--- src/rtl/rstk_pkg.sv ---
// Package for the return stack: the decoded operation of one cycle.
// Assumes that one operation at most takes effect per cycle.
package rstk_pkg;
    typedef enum logic [2:0] {
        OP_IDLE   = 3'd0,
        OP_PUSH   = 3'd1,
        OP_POP    = 3'd2,
        OP_SETPTR = 3'd3,
        OP_SETTOS = 3'd4
    } rstk_op_e;
endpackage

--- src/rtl/rstk_mem.sv ---
// Slot storage: DEPTH registers addressed 1..DEPTH, one write port and
// one combinational read port. Address 0 reads as zero (empty stack).
// Assumes waddr_i is never 0 when we_i is high.
module rstk_mem #(
    parameter int DEPTH = 31,
    parameter int PC_W  = 21,
    parameter int PTR_W = $clog2(DEPTH + 1)
) (
    input  logic             clk,
    input  logic             rst_n,
    input  logic             we_i,
    input  logic [PTR_W-1:0] waddr_i,
    input  logic [PC_W-1:0]  wdata_i,
    input  logic [PTR_W-1:0] raddr_i,
    output logic [PC_W-1:0]  rdata_o
);
    logic [PC_W-1:0] slot [1:DEPTH];

    for (genvar g = 1; g <= DEPTH; g++) begin : g_slot
        // One slot register: cleared at reset, loaded when addressed.
        always_ff @(posedge clk) begin
            if (!rst_n) begin
                slot[g] <= '0;
            end else if (we_i && waddr_i == PTR_W'(g)) begin
                slot[g] <= wdata_i;
            end
        end
    end

    // Read mux: select the addressed slot, zero for address 0.
    always_comb begin
        rdata_o = '0;
        for (int i = 1; i <= DEPTH; i++) begin
            if (raddr_i == PTR_W'(i)) rdata_o = slot[i];
        end
    end
endmodule

--- src/rtl/rstk_ctrl.sv ---
// Pointer, flag and reset-request control for the return stack.
// Decodes one operation per cycle (pointer write > top write > push > pop),
// applies the overflow policy chosen by cfg_rst_en_i, and drives the
// slot write port. Assumes the slot storage writes on the same edge.
module rstk_ctrl
    import rstk_pkg::*;
#(
    parameter int DEPTH   = 31,
    parameter int PC_W    = 21,
    parameter int RET_INC = 2,
    parameter int PTR_W   = $clog2(DEPTH + 1)
) (
    input  logic             clk,
    input  logic             rst_n,
    input  logic             push_i,
    input  logic             pop_i,
    input  logic [PC_W-1:0]  pc_i,
    input  logic             ptr_wr_i,
    input  logic [PTR_W-1:0] ptr_wdata_i,
    input  logic             tos_wr_i,
    input  logic [PC_W-1:0]  tos_wdata_i,
    input  logic [1:0]       flag_clr_i,
    input  logic             cfg_rst_en_i,
    output logic [PTR_W-1:0] ptr_o,
    output logic             full_o,
    output logic             unf_o,
    output logic             rst_req_o,
    output logic             we_o,
    output logic [PTR_W-1:0] waddr_o,
    output logic [PC_W-1:0]  wdata_o
);
    localparam logic [PTR_W-1:0] TOP      = PTR_W'(DEPTH);
    localparam logic [PTR_W-1:0] LAST_OPN = PTR_W'(DEPTH - 1);

    rstk_op_e         op;
    logic [PTR_W-1:0] ptr_q, ptr_n;
    logic             full_q, unf_q, req_q;
    logic             full_set, unf_set, req_n;
    logic [PC_W-1:0]  ret_addr;

    assign ret_addr = pc_i + PC_W'(RET_INC);

    // Operation decode with fixed priority.
    always_comb begin
        if (ptr_wr_i)      op = OP_SETPTR;
        else if (tos_wr_i) op = OP_SETTOS;
        else if (push_i)   op = OP_PUSH;
        else if (pop_i)    op = OP_POP;
        else               op = OP_IDLE;
    end

    // Next pointer, flag events, reset request and slot write.
    always_comb begin
        ptr_n    = ptr_q;
        full_set = 1'b0;
        unf_set  = 1'b0;
        req_n    = 1'b0;
        we_o     = 1'b0;
        waddr_o  = ptr_q;
        wdata_o  = tos_wdata_i;
        unique case (op)
            OP_SETPTR: begin
                ptr_n = (ptr_wdata_i > TOP) ? TOP : ptr_wdata_i;
            end
            OP_SETTOS: begin
                we_o = (ptr_q != '0);
            end
            OP_PUSH: begin
                wdata_o = ret_addr;
                if (ptr_q < LAST_OPN) begin
                    ptr_n   = ptr_q + 1'b1;
                    we_o    = 1'b1;
                    waddr_o = ptr_q + 1'b1;
                end else begin
                    full_set = 1'b1;
                    if (ptr_q == LAST_OPN) begin
                        we_o    = 1'b1;
                        waddr_o = TOP;
                    end
                    if (cfg_rst_en_i) begin
                        ptr_n = '0;
                        req_n = 1'b1;
                    end else begin
                        ptr_n = TOP;
                    end
                end
            end
            OP_POP: begin
                if (ptr_q != '0) begin
                    ptr_n = ptr_q - 1'b1;
                end else begin
                    unf_set = 1'b1;
                    req_n   = cfg_rst_en_i;
                end
            end
            default: ;
        endcase
    end

    // State registers: set beats clear on the sticky flags.
    always_ff @(posedge clk) begin
        if (!rst_n) begin
            ptr_q  <= '0;
            full_q <= 1'b0;
            unf_q  <= 1'b0;
            req_q  <= 1'b0;
        end else begin
            ptr_q  <= ptr_n;
            full_q <= full_set | (full_q & ~flag_clr_i[0]);
            unf_q  <= unf_set  | (unf_q  & ~flag_clr_i[1]);
            req_q  <= req_n;
        end
    end

    assign ptr_o     = ptr_q;
    assign full_o    = full_q;
    assign unf_o     = unf_q;
    assign rst_req_o = req_q;
endmodule

--- src/rtl/hw_ret_stack.sv ---
// Top of the hardware return stack: control plus slot storage.
// The top-of-stack output is the slot the pointer selects, zero when empty.
// Assumes a reset controller acts on rst_req_o; rst_n is power-on reset only.
module hw_ret_stack #(
    parameter int DEPTH   = 31,
    parameter int PC_W    = 21,
    parameter int RET_INC = 2,
    parameter int PTR_W   = $clog2(DEPTH + 1)
) (
    input  logic             clk,
    input  logic             rst_n,
    input  logic             push_i,
    input  logic             pop_i,
    input  logic [PC_W-1:0]  pc_i,
    input  logic             ptr_wr_i,
    input  logic [PTR_W-1:0] ptr_wdata_i,
    input  logic             tos_wr_i,
    input  logic [PC_W-1:0]  tos_wdata_i,
    input  logic [1:0]       flag_clr_i,
    input  logic             cfg_rst_en_i,
    output logic [PC_W-1:0]  tos_o,
    output logic [PTR_W-1:0] ptr_o,
    output logic             full_o,
    output logic             unf_o,
    output logic             rst_req_o
);
    logic             we;
    logic [PTR_W-1:0] waddr;
    logic [PC_W-1:0]  wdata;

    rstk_ctrl #(
        .DEPTH(DEPTH), .PC_W(PC_W), .RET_INC(RET_INC), .PTR_W(PTR_W)
    ) u_ctrl (
        .clk(clk), .rst_n(rst_n),
        .push_i(push_i), .pop_i(pop_i), .pc_i(pc_i),
        .ptr_wr_i(ptr_wr_i), .ptr_wdata_i(ptr_wdata_i),
        .tos_wr_i(tos_wr_i), .tos_wdata_i(tos_wdata_i),
        .flag_clr_i(flag_clr_i), .cfg_rst_en_i(cfg_rst_en_i),
        .ptr_o(ptr_o), .full_o(full_o), .unf_o(unf_o),
        .rst_req_o(rst_req_o),
        .we_o(we), .waddr_o(waddr), .wdata_o(wdata)
    );

    rstk_mem #(
        .DEPTH(DEPTH), .PC_W(PC_W), .PTR_W(PTR_W)
    ) u_mem (
        .clk(clk), .rst_n(rst_n),
        .we_i(we), .waddr_i(waddr), .wdata_i(wdata),
        .raddr_i(ptr_o), .rdata_o(tos_o)
    );
endmodule

--- config.mk ---
export PLATFORM = sky130hd
export DESIGN_NAME = hw_ret_stack
export DESIGN_NICKNAME = d
export VERILOG_FILES = /design/src/rtl/rstk_pkg.sv /design/src/rtl/rstk_mem.sv /design/src/rtl/rstk_ctrl.sv /design/src/rtl/hw_ret_stack.sv
export SDC_FILE = /design/constraint.sdc
export NUM_CORES = 1
export LEC_CHECK = 0
export BUFFER_PORTS_ARGS = -buffer_cell sky130_fd_sc_hd__buf_2
export CORE_UTILIZATION = 35
export DETAILED_ROUTE_END_ITERATION = 7
export HOLD_SLACK_MARGIN = 0.03
export SYNTH_ARGS = -nofsm -noshare
export SYNTH_HDL_FRONTEND = slang
export SYNTH_SLANG_ARGS = --single-unit
export TNS_END_PERCENT = 5
--- constraint.sdc ---
create_clock -name clk -period 3.9 [get_ports clk]
set_input_delay 0.39 -clock clk [delete_from_list [all_inputs] [get_ports clk]]
set_output_delay 0.39 -clock clk [all_outputs]
set_load 0.02 [all_outputs]
==> summary.txt, run 1 <==
Clock network
  • Root Driver: clkbuf_16
  • Longest Clk Path Bufs: 3
  • Clk_lat worst skew: 0.66 ns
  • TritonCTS clock tree: done
  • H-tree level count: 3
  • Clock sinks: 659
  • Clock transition at path regs: 0.05 ns
  • CTS buffer count: 73

Detailed routing
  • Initial drt markers: 4252
  • Drt drc: 0
  • Detailed Routing Iterations Pass 1: 6
  • Routed Antenna Nets: 0
  • DR vias: 26232
  • DR vias/cell: 6.062
  • DR WL/cell: 28.44 um
  • WL final: 123100 um

Logic synthesis
  • Top-count cell post-synth: edfxtp_1
  • Sequential area share after synthesis: 0.6188
  • Gate Count Post-Synth: 2837
  • Synth top cells by count: 651 x edfxtp_1, 641 x nor2_1, 159 x nand2_1, 141 x nor2_2, 121 x clkbuf_1
  • Yosys reg bits: 659
  • Count of different cell masters after synthesis: 97
  • Syn Nets: 2901
  • Yosys warns: 0
  • Synth area leaders: edfxtp_1 61%, nor2_1 7.6%, nor2_2 2.8%
  • Average size of a mapped cell: 11.23 um2
  • Post-synth top area share: 0.6138
  • Ys flop type: edfxtp_1
  • Post-synth EDFFs: 651
  • Area leader, netlist: edfxtp_1
  • Async S/R FF share, synth: 0
  • Netlist Area Pre-Place: 31850 um2

Placement
  • I/O Buffers: 84
  • GPL Wtd Cong: 0.9868
  • Final HPWL DP: 81900 um
  • Pre-CTS setup slack: -0.1166 ns

Critical path
  • Worst path slowest cell: dfxtp_4
  • Startpoint Class: flop
  • Crit path cell chain: ha_4 -> buf_12 -> buf_12 -> clkinvlp_4 -> buf_4 -> o21ai_0 -> o22a_1 -> o2111ai_2 -> a311oi_2 -> buf_4 -> o21ai_1 -> buf_2
  • CP Capture Type: output port
  • Crit path kind: flop to output port
  • Critical path peak fanout: 12
  • Worst Path Arrival: 3.58 ns
  • Crit-path max cell delay: 0.41 ns
  • Worst EP required: 3.51 ns

Timing
  • Hold_ws: 0.07024 ns
  • Setup TNS: -0.3098 ns
  • Final worst setup slack: -0.07398 ns
  • Least-Margin Pin Slew: 1.285 ns
  • Fmax: 251.6 MHz
  • Slew headroom: 0.1430
  • Slew Limit Fails: 0
  • Min cycle time layout: 3.974 ns
  • Fin. Hold Viols: 0
  • Final setup fails: 9
  • Clock skew: 0.03638 ns
  • Final period util: 1.019
  • RSZ-0062 raised after global routing: yes

Power and ir drop
  • Overall power: 17.94 mW
  • PD cells: 454.2 nW/um2
  • VDD IR-drop max: 306.7 uV
  • Leak: 14.58 nW

Floorplan
  • IO Count: 85
  • DIE HEIGHT: 303.7 um
  • Initial Utilization: 0.3539
  • Die W: 303.7 um
  • # rows: 110
  • Core Area: 90010 um2
  • Die ar.: 92210 um2

Min path
  • Worst min-delay path class: input pin to flop

GRT
  • GRT Residual Overflow: 0
  • Global Route Usage Sum: 0.2562
  • Vias in the first global route: 24243
  • Largest net degree at the start of global routing: 42
  • First-pass GRT wire length: 173700 um
  • Initial antenna violation count: 1

Cells and area
  • Net count, final: 3154
  • Area growth, synth to finish: 24.01%
  • Layout cells sized above 1: 0.2946

Job
  • Max Cap Violations: 0

Status
  • Status: complete, but fails checks
  • Failing checks: setup timing
==> cell usage in the layout, fill, tap and decap left out, types with 16 or more instances in the layout <==
master     netlist  routed
edfxtp_1       651     651
clkbuf_16        0      84
nor3_1          39      32
nor2_1         641     638
o22ai_1         64      59
o21ai_1          8      16
a221oi_1        57      36
o21ai_2          0      36
o211ai_1        36      36
nand2_1        159     153
buf_12           0      25
nand3_1         55      54
a22oi_1         27      26
o221ai_1        26      20
buf_6           17      21
buf_4            9     302
a32oi_1         21      21
o21ai_0        109      64
and3_1          22      20
a221oi_2         0      17
nor2_2         141     144
a21oi_1        105      82
buf_2          112      82
==> cell families after synthesis <==
logic type	Yosys count	share of synthesized area
flops	659	0.6188
compound gates	642	0.1429
simple gates	1218	0.1838
mux	12	0.003928
xor+xnor	18	0.004950
fa+ha+maj	8	0.003143
buf+inv	280	0.04247
==> routing by layer <==
layer / routed length (um) / GRT usage / vias to the layer above / part of all wire
met3: 14860 / 0.05705 / 311 / 0.12
met5: 12 / 0 / - / 0.000098
met1: 48260 / 0.3573 / 12947 / 0.39
li1: - / - / 11111 / -
met4: 6497 / 0.1184 / 2 / 0.053
met2: 53410 / 0.3790 / 1861 / 0.43
==> power breakdown <==
group / internal, mW / switching (mW)
registers: 8.03 / 0.119
clock network: 4.22 / 2.91
logic: 0.889 / 1.76
==> flip-flops by register name, summed over array words and instances, names as in the netlist <==
name and flops:
u_ctrl.ptr_o 5, u_ctrl.full_o 1, u_mem.slot 651, u_ctrl.rst_req_o 1
u_ctrl.unf_o 1
==> metrics by stage <==
stage,instance area (um2),instances,utilization
CTS,38190,4266,0.4243
floorplan,31850,2837,-
detailed placement,35080,4106,0.3897
global route,39500,4326,0.4388
global placement,35070,4105,0.3896
finish,39500,4327,0.4388
==> worst max-delay path: cells and delay by family, from the launching register on <==
kind / cells / cell delay, ns
buffers and inverters: 6 / 1.17
AOI/OAI and AO/OA: 5 / 1.10
adders and majority gates: 1 / 0.25
DFF: 1 / 0.41
==> worst paths after layout <==
kind | startpoint | to | slack (ns) | depth (start not counted)
max reg2reg | u_ctrl.ptr_o[1]$_SDFFE_PN0P_ | u_mem.slot[1][83]$_SDFFCE_PN0P_ | 0.57 | 12
max | u_ctrl.ptr_o[0]$_SDFFE_PN0P_ | tos_o[3] | -0.07 | 12
min | flag_clr_i[0] | u_ctrl.full_o$_SDFF_PN0_ | 0.07 | 3
min reg2reg | u_ctrl.unf_o$_SDFF_PN0_ | u_ctrl.unf_o$_SDFF_PN0_ | 0.49 | 2
==> repair_timing <==
item | in CTS | in global routing
endpoints found under the setup margin | 21 | 21
hold buffers | 2 | 0
gates cloned | 1 | 9
gates resized for setup | 98 | 135
pin swaps | 20 | 40
endpoints found under the hold margin | 2 | 0
buffers inserted | 22 | 56
==> layout make-up <==
class	instances	area, um2
timing repair buffer	443	3700
clock buffer	93	1997
inverter	15	78.83
clock inverter	42	439.2
antenna	1	2.502
sequential	659	19730
multi-input combinational	1898	12080
tap	1176	1471
fill	8308	50510
(Power assumes the default switching activity.)
==> inputs of run 2 (changes only) <==
- PLACE_DENSITY_LB_ADDON: not set -> 0.2
- clock period: 3.9 -> 3.3 ns (I/O delays scaled with it)
==> summary.txt, run 2 (same netlist as run 1, synthesis figures left out) <==
GRT
  • Initial antenna violation count: 3 (was 1)
  • Global Route Usage Sum: 0.2908 (was 0.2562)
  • Largest net degree at the start of global routing: 47 (was 42)
  • Met1 Use GR: 0.3877 (was 0.3573)
  • GR Util met3: 0.05970 (was 0.05705)
  • Vias in the first global route: 26317 (was 24243)
  • Busiest grt layer: met2 (unchanged)
  • Grt met2 use: 0.4630 (was 0.3790)
  • GRT Residual Overflow: 0 (unchanged)
  • First-pass GRT wire length: 192900 um (was 173700 um)

Floorplan
  • Core Area: 90010 um2 (unchanged)
  • # rows: 110 (unchanged)
  • IO Count: 85 (unchanged)
  • Die ar.: 92210 um2 (unchanged)
  • Initial Utilization: 0.3539 (unchanged)
  • Die W: 303.7 um (unchanged)
  • DIE HEIGHT: 303.7 um (unchanged)

Timing
  • Fmax: 259.2 MHz
  • RSZ-0062 raised after global routing: yes (unchanged)
  • Slew Limit Fails: 0 (unchanged)
  • Slew headroom: 0.4179 (was 0.1430)
  • Hold_ws: 0.07379 ns (was 0.07024 ns)
  • Final worst setup slack: -0.5575 ns (was -0.07398 ns)
  • Fin. Hold Viols: 0 (unchanged)
  • Clock skew: 0.02922 ns (was 0.03638 ns)
  • Min cycle time layout: 3.857 ns
  • Final setup fails: 21 (was 9)
  • Final period util: 1.169
  • Least-Margin Pin Slew: 0.8732 ns (was 1.285 ns)

Detailed routing
  • Detailed Routing Iterations Pass 1: 7 (was 6)
  • WL final: 137800 um (was 123100 um)
  • DR vias: 27247 (was 26232)
  • DR vias/cell: 6.019 (was 6.062)
  • Initial drt markers: 3829 (was 4252)
  • DR WL/cell: 30.43 um (was 28.44 um)
  • Routed Antenna Nets: 0 (unchanged)
  • Drt drc: 0 (unchanged)

Cells and area
  • Area growth, synth to finish: 32.79% (was 24.01%)
  • Leading cell type in the layout, fill and taps excluded: edfxtp_1 (unchanged)
  • Biggest register: u_mem.slot (unchanged)
  • Layout cells sized above 1: 0.3524 (was 0.2946)
  • Net count, final: 3358 (was 3154)
  • Core Util, Final: 0.4699 (was 0.4388)
  • Max reg flops: 651 (unchanged)
  • Most frequent cells in the layout: 651 x edfxtp_1, 631 x nor2_1, 420 x buf_4 (was 651 x edfxtp_1, 638 x nor2_1, 302 x buf_4)
  • Ant diodes: 0 (was 1)
  • Fillers: 8193 (was 8308)
  • Final instance area: 42290 um2 (was 39500 um2)

Clock network
  • CTS buffer count: 73 (unchanged)
  • TritonCTS clock tree: done (unchanged)
  • Root Driver: clkbuf_16 (unchanged)
  • Clock transition at path regs: 0.07 ns (was 0.05 ns)
  • Longest Clk Path Bufs: 3 (unchanged)
  • Clk_lat worst skew: 0.65 ns (was 0.66 ns)
  • H-tree level count: 3 (unchanged)
  • Clock sinks: 659 (unchanged)

Critical path
  • CP Capture Type: output port (unchanged)
  • Crit path to: tos_o[12] (was tos_o[3])
  • Worst r2r dst: u_mem.slot[0][188]$_SDFFCE_PN0P_ (was u_mem.slot[1][83]$_SDFFCE_PN0P_)
  • Crit path cell chain: ha_4 -> buf_12 -> buf_8 -> clkinvlp_4 -> buf_6 -> o211ai_1 -> a31oi_1 -> buf_4 -> o211ai_1 -> buf_4 -> nand2_4 -> buf_6 (was ha_4 -> buf_12 -> buf_12 -> clkinvlp_4 -> buf_4 -> o21ai_0 -> o22a_1 -> o2111ai_2 -> a311oi_2 -> buf_4 -> o21ai_1 -> buf_2)
  • Critical path origin: u_ctrl.ptr_o[0]$_SDFFE_PN0P_ (unchanged)
  • Crit-path leading delay family: compound AO/OA/AOI/OAI gates (was buffers and inverters)
  • Stages on worst setup path: 12 (unchanged)
  • Startpoint Class: flop (unchanged)
  • Crit-path max cell delay: 0.62 ns (was 0.41 ns)
  • Crit path kind: flop to output port (unchanged)
  • R2R cell count: 9 (was 12)
  • FF-to-FF setup slack: 0.18 ns (was 0.57 ns)
  • Crit Reg-Reg Startpoint: u_ctrl.ptr_o[2]$_SDFFE_PN0P_ (was u_ctrl.ptr_o[1]$_SDFFE_PN0P_)
  • Critical path peak fanout: 6 (was 12)
  • Worst Path Arrival: 3.53 ns (was 3.58 ns)
  • Worst path slowest cell: o211ai_1 (was dfxtp_4)
  • Worst EP required: 2.97 ns (was 3.51 ns)
  • Worst Path Buf+Inv: 7 (was 6)

Placement
  • Area post-placement: 37890 um2 (was 35080 um2)
  • Pre-CTS setup slack: -0.5178 ns (was -0.1166 ns)
  • GPL Wtd Cong: 0.9931 (was 0.9868)
  • I/O Buffers: 84 (unchanged)
  • Final HPWL DP: 94780 um (was 81900 um)

Status
  • Status: complete, but fails checks (unchanged)
  • Failing checks: setup timing (unchanged)

Power and ir drop
  • Leak: 15.98 nW (was 14.58 nW)
  • PD cells: 504.1 nW/um2 (was 454.2 nW/um2)
  • VDD IR-drop max: 315.1 uV (was 306.7 uV)

Job
  • Max Cap Violations: 0 (unchanged)

Min path
  • Worst min-delay path class: input pin to flop (unchanged)
-- run 2: per-stage QoR --
step	std cells	total power [mW]	TNS, ns
final	4527	21.32	-9.203
after global routing	4527	21.77	-9.751
after CTS	4513	21.16	-9.631
after detailed placement	4343	12.94	-4.808
after global placement	4343	12.92	-4.059
after floorplan	2837	11.06	-123.59
-- run 2: how the worst min path moves through the flow --
| stage | start | end | slack, ns | cells past startpoint |
|---|---|---|---|---|
| after floorplan | cfg_rst_en_i | u_ctrl.rst_req_o$_SDFF_PN0_ | 0.48 | 1 |
| after global placement | u_ctrl.unf_o$_SDFF_PN0_ | u_ctrl.unf_o$_SDFF_PN0_ | 0.47 | 2 |
| after detailed placement | u_ctrl.unf_o$_SDFF_PN0_ | u_ctrl.unf_o$_SDFF_PN0_ | 0.49 | 2 |
| after CTS | ptr_wdata_i[0] | u_ctrl.ptr_o[0]$_SDFFE_PN0P_ | 0.04 | 3 |
| after global routing | ptr_wdata_i[0] | u_ctrl.ptr_o[0]$_SDFFE_PN0P_ | 0.06 | 3 |
| final | ptr_wdata_i[0] | u_ctrl.ptr_o[0]$_SDFFE_PN0P_ | 0.07 | 3 |
-- run 2: report_power, final --
| group | leakage [nW] | switching (mW) | internal [mW] | total [mW] |
|---|---|---|---|---|
| sequential | 6.86 | 0.149 | 9.49 | 9.64 |
| clock | 1.12 | 3.60 | 4.43 | 8.03 |
| combinational | 8.00 | 2.28 | 1.37 | 3.65 |
| total | 16.0 | 6.03 | 15.3 | 21.3 |
-- run 2: layout make-up --
cell class              instances  area (um2)  share of cell area
well taps                    1176        1471             0.03479
inverters                      15       72.57            0.001716
clock buffers                  90        1922             0.04544
multi-input cells            1898       12560              0.2969
clock inverters                42       370.4            0.008757
flip-flops and latches        659       19730              0.4664
repair buffers                647        6173              0.1460
-- run 2: layer usage --
metal	routed length, um	vias up
met5	13	-
met4	5826	2
met3	13510	288
met2	63550	1661
met1	54870	13791
li1	-	11505
-- run 2: worst min-delay path: cells and delay by family --
kind | cells | cell delay [ns]
compound gates | 2 | 0.25
buf+inv | 1 | 0.10
-- run 2: what timing repair did --
action,4_1_cts,5_1_grt
resized for setup,193,148
pin swaps,39,47
cloned,3,1
endpoints found under the hold margin,4,0
hold buffers,4,0
endpoints found under the setup margin,107,106
setup buffers,34,16
